==> src/rtl/phase_readout.sv <==
module phase_readout #(
  parameter int M = 64,
  localparam int W = $clog2(M + 1)
) (
  input  logic         clk,
  input  logic         rst,
  input  logic [M-1:0] taps,
  output logic [M-1:0] flags,
  output logic [W-1:0] code,
  output logic         valid
);

  logic [M-1:0] smp, prev;
  logic [2:0]   warm;
  logic [M-1:0] chg;
  logic [W-1:0] cnt;

  assign chg = warm[1] ? (smp ^ prev) : '0;

  always_comb begin
    cnt = '0;
    for (int i = 0; i < M; i++)
      cnt = cnt + W'(chg[i]);
  end

  always_ff @(posedge clk) begin
    if (rst) begin
      smp   <= '0;
      prev  <= '0;
      warm  <= '0;
      flags <= '0;
      code  <= '0;
    end else begin
      smp   <= taps;
      prev  <= smp;
      warm  <= {warm[1:0], 1'b1};
      flags <= chg;
      code  <= cnt;
    end
  end

  assign valid = warm[2];

endmodule


==> config.mk <==
export PLATFORM = sky130hd
export DESIGN_NAME = phase_readout
export DESIGN_NICKNAME = d
export VERILOG_FILES = /design/src/rtl/phase_readout.sv
export SDC_FILE = /design/constraint.sdc
export NUM_CORES = 1
export LEC_CHECK = 0
export BUFFER_PORTS_ARGS = -buffer_cell sky130_fd_sc_hd__buf_2
export CAP_MARGIN = 20
export CORE_ASPECT_RATIO = 0.6
export CORE_MARGIN = 5
export CORE_UTILIZATION = 50
export CTS_BUF_LIST = sky130_fd_sc_hd__clkbuf_16
export CTS_CLUSTER_DIAMETER = 50
export DETAILED_ROUTE_END_ITERATION = 12
export PLACE_DENSITY = 0.82
export SLEW_MARGIN = 20
export SYNTH_ARGS = -nofsm -noshare
export SYNTH_HDL_FRONTEND = slang
export SYNTH_SLANG_ARGS = --single-unit
==> constraint.sdc <==
create_clock -name clk -period 9 [get_ports clk]
set_clock_uncertainty 0.05 [all_clocks]
set_input_delay 0.9 -clock clk [delete_from_list [all_inputs] [get_ports clk]]
set_output_delay 0.9 -clock clk [all_outputs]
set_load 0.01 [all_outputs]
Word level (Yosys, flattened, before mapping)

Index checks and enable logic that the tools add are counted.

Input bits: 66
Output and inout port bits: 72
Register bits: 202

Mux-type cells: 2
Bitwise operators: 1
Add/subtract/negate cells: 63

Operators by type and width:

| kind                 | count |
|---|---|
| adder 7 x 1 -> 7 bit | 57 |
| two-way mux 64 bit   | 1 |
| bitwise XOR 64 bit   | 1 |
| adder 6 x 1 -> 7 bit | 1 |
| adder 5 x 1 -> 6 bit | 1 |
| adder 4 x 1 -> 5 bit | 1 |
| adder 3 x 1 -> 4 bit | 1 |
| adder 2 x 1 -> 3 bit | 1 |
| adder 1 x 1 -> 2 bit | 1 |
| two-way mux 1 bit    | 1 |

Logic depth before layout (Yosys ltp)

Gate-level depths: netlist of the first run.

Depth in word-level cells: 65
Depth in mapped cells: 22

Least setup slack after synthesis of the first run

No wires, ideal clock.

Path type: flip-flop to flip-flop
Start point: register warm[1]
End point: register code[6]
Arrival time: 6183 ps
Stages on the path, launching flop included: 22
Setup slack: 2645 ps
Data required time: 8828 ps
Clock period less this slack: 6355 ps
Buffers on the path: 2
Setup time: 122 ps
Cell sequence: dfxtp_1 -> clkbuf_1 -> clkbuf_1 -> nand2_1 -> fa_1 -> inv_1 -> fa_1 -> inv_1 -> fa_1 -> fa_1 -> inv_1 -> fa_1 -> inv_1 -> fa_1 -> fa_1 -> fa_1 -> inv_1 -> ha_1 -> fa_1 -> a21o_1 -> a31o_1 -> o311a_1

Word-level cells in the longest chain between the ends: 64

RTL lines:

| element                            | line | RTL |
|---|---|---|
| start, declared                    | 14   | `logic [2:0] warm;` |
| start signal, assigned             | 36   | `warm <= {warm[1:0], 1'b1};` |
| two-way mux 64 bit *               | 18   | `assign chg = warm[1] ? (smp ^ prev) : '0;` |
| adder 1 x 1 -> 2 bit               | 23   | `cnt = cnt + W'(chg[i]);` |
| adder 2 x 1 -> 3 bit               | 23   |  |
| adder 3 x 1 -> 4 bit               | 23   |  |
| adder 4 x 1 -> 5 bit               | 23   |  |
| adder 5 x 1 -> 6 bit               | 23   |  |
| adder 6 x 1 -> 7 bit               | 23   |  |
| adder 7 x 1 -> 7 bit (56 in a row) | 23   |  |
| adder 7 x 1 -> 7 bit *             | 23   |  |
| end signal, assigned               | 38   | `code <= cnt;` |
| end, declared                      | 9    | `output logic [W-1:0] code,` |

Every way passes the cells marked *; elsewhere a longest branch is shown, timed or not.
A chain may end at the register's enable or synchronous reset.

Worst setup path in the final report of the first run

Ends and elaborated chain as after synthesis.

==> results of run 1 <==
## flip-flops by register name, indices dropped and copies added, names as in the netlist
name,cells
flags,64
prev,64
smp,64
code,7
warm,3
## per-stage QoR
stage	std cells	setup WS, ps	instance area (um^2)	utilization (%)	total power (uW)
final	1037	2190	9220	60.0	2220
after global routing	1036	1820	9220	60.0	2370
after CTS	1036	2150	9220	60.0	2240
after detailed placement	1009	2170	8690	56.5	1530
after global placement	1008	2330	8670	56.4	1500
after floorplan	696	2650	7830	-	1380
## final cells by class
| class | count | area, um^2 |
|---|---|---|
| Fill cell | 1282 | 6150 |
| Timing Repair Buffer | 139 | 716 |
| Clock inverter | 8 | 57.6 |
| Tap cell | 203 | 254 |
| Inverter | 49 | 184 |
| Multi-Input combinational cell | 416 | 3490 |
| Antenna cell | 1 | 2.50 |
| Clock buffer | 19 | 475 |
| Sequential cell | 202 | 4050 |
## worst paths after layout
| kind | start | slack (ps) | end | cells after the start |
|---|---|---|---|---|
| worst min register to register | smp[24] | 420 | prev[24] | 1 |
| worst max register to register | warm[1] | 2190 | code[6] | 19 |
| worst max-delay path | warm[1] | 2190 | code[6] | 19 |
| worst min-delay path | smp[24] | 420 | prev[24] | 1 |
## metal layers
layer / wire, um / track usage [%] / vias to the layer above
met5: 0 / 0 / -
met4: 204 / 3.11 / 0
met3: 1380 / 4.97 / 20
met2: 5830 / 23.0 / 143
met1: 7510 / 26.3 / 2159
li1: - / - / 2340
## placed cells by master (no fill, tap or decap), types with 3 or more instances in the layout
cell	Yosys	layout
a211oi_1	3	3
and2_1	75	75
buf_2	1	136
clkbuf_16	0	19
dfxtp_1	202	201
fa_1	54	54
ha_1	15	15
inv_1	49	53
nand2_1	54	54
nor2b_1	132	131
xor2_1	64	64
## critical path: stages, from the launching register on
cell and delay (ps):
dfxtp_2 980, nand2_1 190, fa_1 580, inv_1 50, fa_1 490, inv_1 50
fa_1 460, fa_1 500, inv_1 50, fa_1 470, inv_1 50, fa_1 500
fa_1 430, fa_1 490, inv_1 40, ha_1 210, fa_1 420, a21o_1 190
a31o_1 230, o311a_1 280
## power by group
group          internal (uW)  switching [uW]  total [uW]  leakage [uW]
registers                939            22.6         961       0.00166
logic                    241             311         553       0.00256
clock network            405             305         710      0.000277
total                   1590             639        2220       0.00449
## logic make-up after synthesis
logic type	after synthesis	share of synthesized area [%]
xor+xnor	65	7.27
flops	202	51.7
simple gates	271	19.9
fa+ha+maj	69	16.2
buf+inv	78	3.90
compound gates	11	1.07
==> metrics, run 1 <==
status=complete, no violations; DRC errors left=0; Worst EP arrival=7120 ps; VDD IR max=0.157 mV; Tcrit/Tclk final=75.6%; total track usage=16.8%; Final Wtd Congestion=0.805; DIE WIDTH=172 um; Post-synth top cells=dfxtp_1 (202), nor2b_1 (132), and2_1 (75); startpoint types=flip-flop; DRT iter0 DRCs=206; Max Root-Sink Buffers=3; initial antenna violation count=0; Max-slew headroom=34.3%; top cell type's share of synthesized area=51.7%; post-synth top area cell=dfxtp_1; CP required=9310 ps; via count=4662; Antenna Violating Nets Remaining=0; Critical Path Sink Type=flip-flop; Reg clk slew, reported paths=60 ps; overall routed net length=14900 um; Synth Register Bits=202; PortBufs=137; max cap viols=0; synth warn=0; row cnt=35; post-cts resize count=0; Die Y=107 um; Setup violations, final=0; Fmax achieved=147 MHz; Starting Density=50.9%; # IOs=138; Mapped Avg Cell Area=11.2 um^2; CORE AREA=15400 um^2; Final nets=961; Pwr Density=241 nW/um^2; critical path class=reg -> reg; HPWL Detailed=11200 um; RSZ-0062 raised after global routing=no; syn nets=831; top-count cell post-synth=dfxtp_1; Worst-Skew Late Latency=470 ps; die area=18300 um^2; H-Tree Depth=1; Hold Vio Cnt, Final=0; Async SR Flop Fraction=0%; # Post-CTS Setup Buffers=0; WL per Instance=14.4 um; Area contributors post-synth=dfxtp_1 (52%), fa_1 (14%), nor2b_1 (11%), xor2_1 (7.2%), and2_1 (6.0%); clock tree root driver cell=clkbuf_16; Avg Vias per Cell=4.50; setup TNS after final layout=0 ps; Gate Count Post-Synth=696; Slew @ Worst Pin=985 ps; CTS tree=built; maximum fanout along the worst path=65; Congestion Overflow GR=0; max-slew violations=0; leakage dissipation=0.00449 uW; Post-Synthesis Cell Area=7830 um^2; Pre-antenna DRT Iters=4; top_reg_cell synth=dfxtp_1; clock period minus worst slack=6810 ps; Area Growth Syn to Fin=17.8%; TritonCTS buffer count=18; Yosys cell types=29; EDFF count, synth=0; largest net degree at the start of global routing=89; Fin Hold WS=424 ps; register area share after synthesis=51.7%; clk sink count=202; min-delay worst type=reg -> reg; first-pass GRT wire length=24500 um; Hold-fix buffers, CTS=0; vias in the first global route=4847; fraction of layout cells with a size suffix above 1=19.7%
Power figures use the tool's default switching activity.
==> run 2, diff against run 1 <==
--- a/config.mk
+++ b/config.mk
@@ -13,7 +13,7 @@
 export CTS_BUF_LIST = sky130_fd_sc_hd__clkbuf_16
 export CTS_CLUSTER_DIAMETER = 50
 export DETAILED_ROUTE_END_ITERATION = 12
-export PLACE_DENSITY = 0.82
+export PLACE_DENSITY = 0.84
 export SLEW_MARGIN = 20
 export SYNTH_ARGS = -nofsm -noshare
 export SYNTH_HDL_FRONTEND = slang
==> constraint.sdc (replaced) <==
create_clock -name clk -period 5.5 [get_ports clk]
set_clock_uncertainty 0.05 [all_clocks]
set_input_delay 0.55 -clock clk [delete_from_list [all_inputs] [get_ports clk]]
set_output_delay 0.55 -clock clk [all_outputs]
set_load 0.01 [all_outputs]
==> run 2 against run 1 <==
Effect of this change: the flow now finishes with violations (negative setup slack); clock power grew 79%; critical path depth increased by 4; design area is 6.7% higher; non-clock buffer count grew 38; first-iteration DRC count shrank 12%; worst hold slack worse by 200 ps; sequential share of layout area shrank 2.5 points; count of clock-buffer cells in the layout stayed put; worst setup slack got worse by 2900 ps; utilization grew 4.0 points; total power grew 87%; maximum frequency increased by 10%.
==> metrics, run 2 (synthesis gave the netlist of run 1 again) <==
Slew @ Worst Pin=927 ps (-58.8 ps); min-delay worst type=in -> reg; critical path class=reg -> reg; non-filler cells, final=1080 (+4.1%); maximum fanout along the worst path=2 (-97%); DRC errors left=0 (unchanged); total track usage=17.1% (+0.33 points); depth of the worst hold-timing path=2 (+1); Hold Vio Cnt, Final=0 (unchanged); initial antenna violation count=0 (unchanged); Avg Vias per Cell=4.46 (-0.83%); die area=18300 um^2 (unchanged); Tcrit/Tclk final=112% (+36 points); FF-to-FF path depth=23 (+4); reg2reg start=smp[59]; Congestion Overflow GR=0 (unchanged); CP startpoint=smp[59]; HPWL Detailed=11600 um (+3.5%); DIE WIDTH=172 um (unchanged); Final nets=1000 (+4.1%); Max Root-Sink Buffers=3 (unchanged); overall power=4160 uW (+87%); slowest stage cell, crit path=fa_1; Setup violations, final=6 (+6); reg2reg setup slack=-660 ps (-2860 ps); via count=4815 (+3.3%); first-pass GRT wire length=24900 um (+1.9%); # IOs=138 (unchanged); CP Depth=23 (+4); max incr delay on CP=550 ps (-430 ps); CTS tree=built; crit-path most repeated cell=fa_1; H-Tree Depth=1 (unchanged); Fin Hold WS=226 ps (-197 ps); CP required=5800 ps (-3510 ps); ANT cells=0 (-1); Pre-antenna DRT Iters=4 (unchanged); PnR worst setup slack=-665 ps (-2860 ps); fraction of layout cells with a size suffix above 1=29.8% (+10 points); row cnt=35 (unchanged); placed insts=1034 (+2.5%); CP bufs+invs=9 (+4); Final Wtd Congestion=0.794 (-1.4%); max cap viols=0 (unchanged); WL per Instance=14.5 um (+1.1%); CP cell instances=xor2_4, nand2_2, fa_1, inv_1, fa_2, inv_2, fa_1, fa_1, inv_2, fa_1, inv_1, fa_1, fa_1, fa_1, inv_2, ha_4, fa_2, buf_4, buf_6, buf_6, buf_6, xnor2_2, nor2_1; Reg clk slew, reported paths=60 ps (about the same); TritonCTS buffer count=19 (+1); Area Growth Syn to Fin=25.7%; setup TNS after final layout=-2640 ps (-2640 ps); Critical Path Sink Type=flip-flop; top flop regs=flags: 64 flops, prev: 64 flops, smp: 64 flops; max-slew violations=0 (unchanged); startpoint types=flip-flop; vias in the first global route=4955 (+2.2%); Die Y=107 um (unchanged); Antenna Violating Nets Remaining=0 (unchanged); clock period minus worst slack=6160 ps (-643 ps); Worst-Skew Late Latency=480 ps (about the same); most common cell after layout, fill and taps aside=dfxtp_1; Fillers=1219 (-4.9%); FF-to-FF End=code[2]; VDD IR max=0.311 mV (+99%); leakage dissipation=0.00474 uW (+5.6%); clock tree root driver cell=clkbuf_16; DRT iter0 DRCs=181 (-12%); status=finished with violations; overall routed net length=15700 um (+5.3%); Pwr Density=422 nW/um^2 (+75%); largest net degree at the start of global routing=92 (+3.4%); CORE AREA=15400 um^2 (unchanged); Fmax achieved=162 MHz (+10%); Worst EP arrival=6460 ps (-660 ps); Starting Density=50.9% (unchanged); end point of the critical path=code[2]; violated checks=negative setup slack; dpl ws=-804 ps (-2980 ps); clk sink count=202 (unchanged); Max-slew headroom=38.2% (+3.9 points); family with the most delay on the worst path=adder cells; most frequent cells in the layout=dfxtp_1 (187), buf_2 (136), nor2b_1 (131); PortBufs=137 (unchanged); RSZ-0062 raised after global routing=yes
-- run 2: changes by cell type in the layout (fill, tap and decap cells not counted), moves of 9 or more --
| cell | delta |
|---|---|
| xor2_2 | +9 |
| buf_4 | +31 |
| dfxtp_2 | +11 |
| fa_2 | +14 |
| fa_1 | -14 |
| dfxtp_1 | -14 |
| xor2_1 | -10 |
-- run 2: worst reg2reg max path: cells and delay by family (launching register included) --
kind	cells	cell delay, ps
and+or+nand+nor	2	140
DFF	1	370
buffers and inverters	9	690
xor gates and xnor gates	2	320
adders and majority gates	10	4470
-- run 2: how the worst min path moves through the flow --
stage	start	slack, ps	endpoint
floorplan	warm[0]	360	warm[1]
global placement	smp[4]	410	prev[4]
detailed placement	smp[35]	420	prev[35]
CTS	taps[48]	210	smp[48]
global route	taps[46]	220	smp[46]
finish	taps[48]	230	smp[48]
-- run 2: layer usage --
metal	part of all wire (%)	vias to the layer above	track usage [%]	wire length (um)
li1	-	2410	-	-
met1	52	2265	26.7	8200
met2	40	118	24.7	6320
met3	5.8	22	3.72	918
met4	1.7	0	2.94	263
met5	0	-	0	0
-- run 2: per-stage QoR --
step           utilization (%)  area (um^2)
2_1_floorplan                -         7900
3_3_place_gp              57.9         8900
3_5_place_dp              58.1         8920
4_1_cts                   63.0         9690
5_1_grt                   64.0         9840
6_report                  64.0         9840
-- run 2: power breakdown --
group	internal, uW	leakage, uW	switching [uW]	total [uW]
Clock	729	0.000308	541	1270
Combinational	669	0.00277	648	1320
Sequential	1540	0.00167	34.7	1570
-- run 2: layout make-up --
class	count	area, um^2	area share (%)
inverters	49	184	1.87
multi-input cells	416	3690	37.5
clock inverters	14	125	1.27
clock buffers	19	475	4.83
repair buffers	177	1040	10.6
well taps	203	254	2.58
flip-flops and latches	202	4070	41.3
-- run 2: repair_timing --
item                                    CTS  global route
buffers inserted                          7             6
resized for setup                        28            32
endpoints found under the setup margin    6             7
hold buffers                              0             0
pin swaps                                21            30
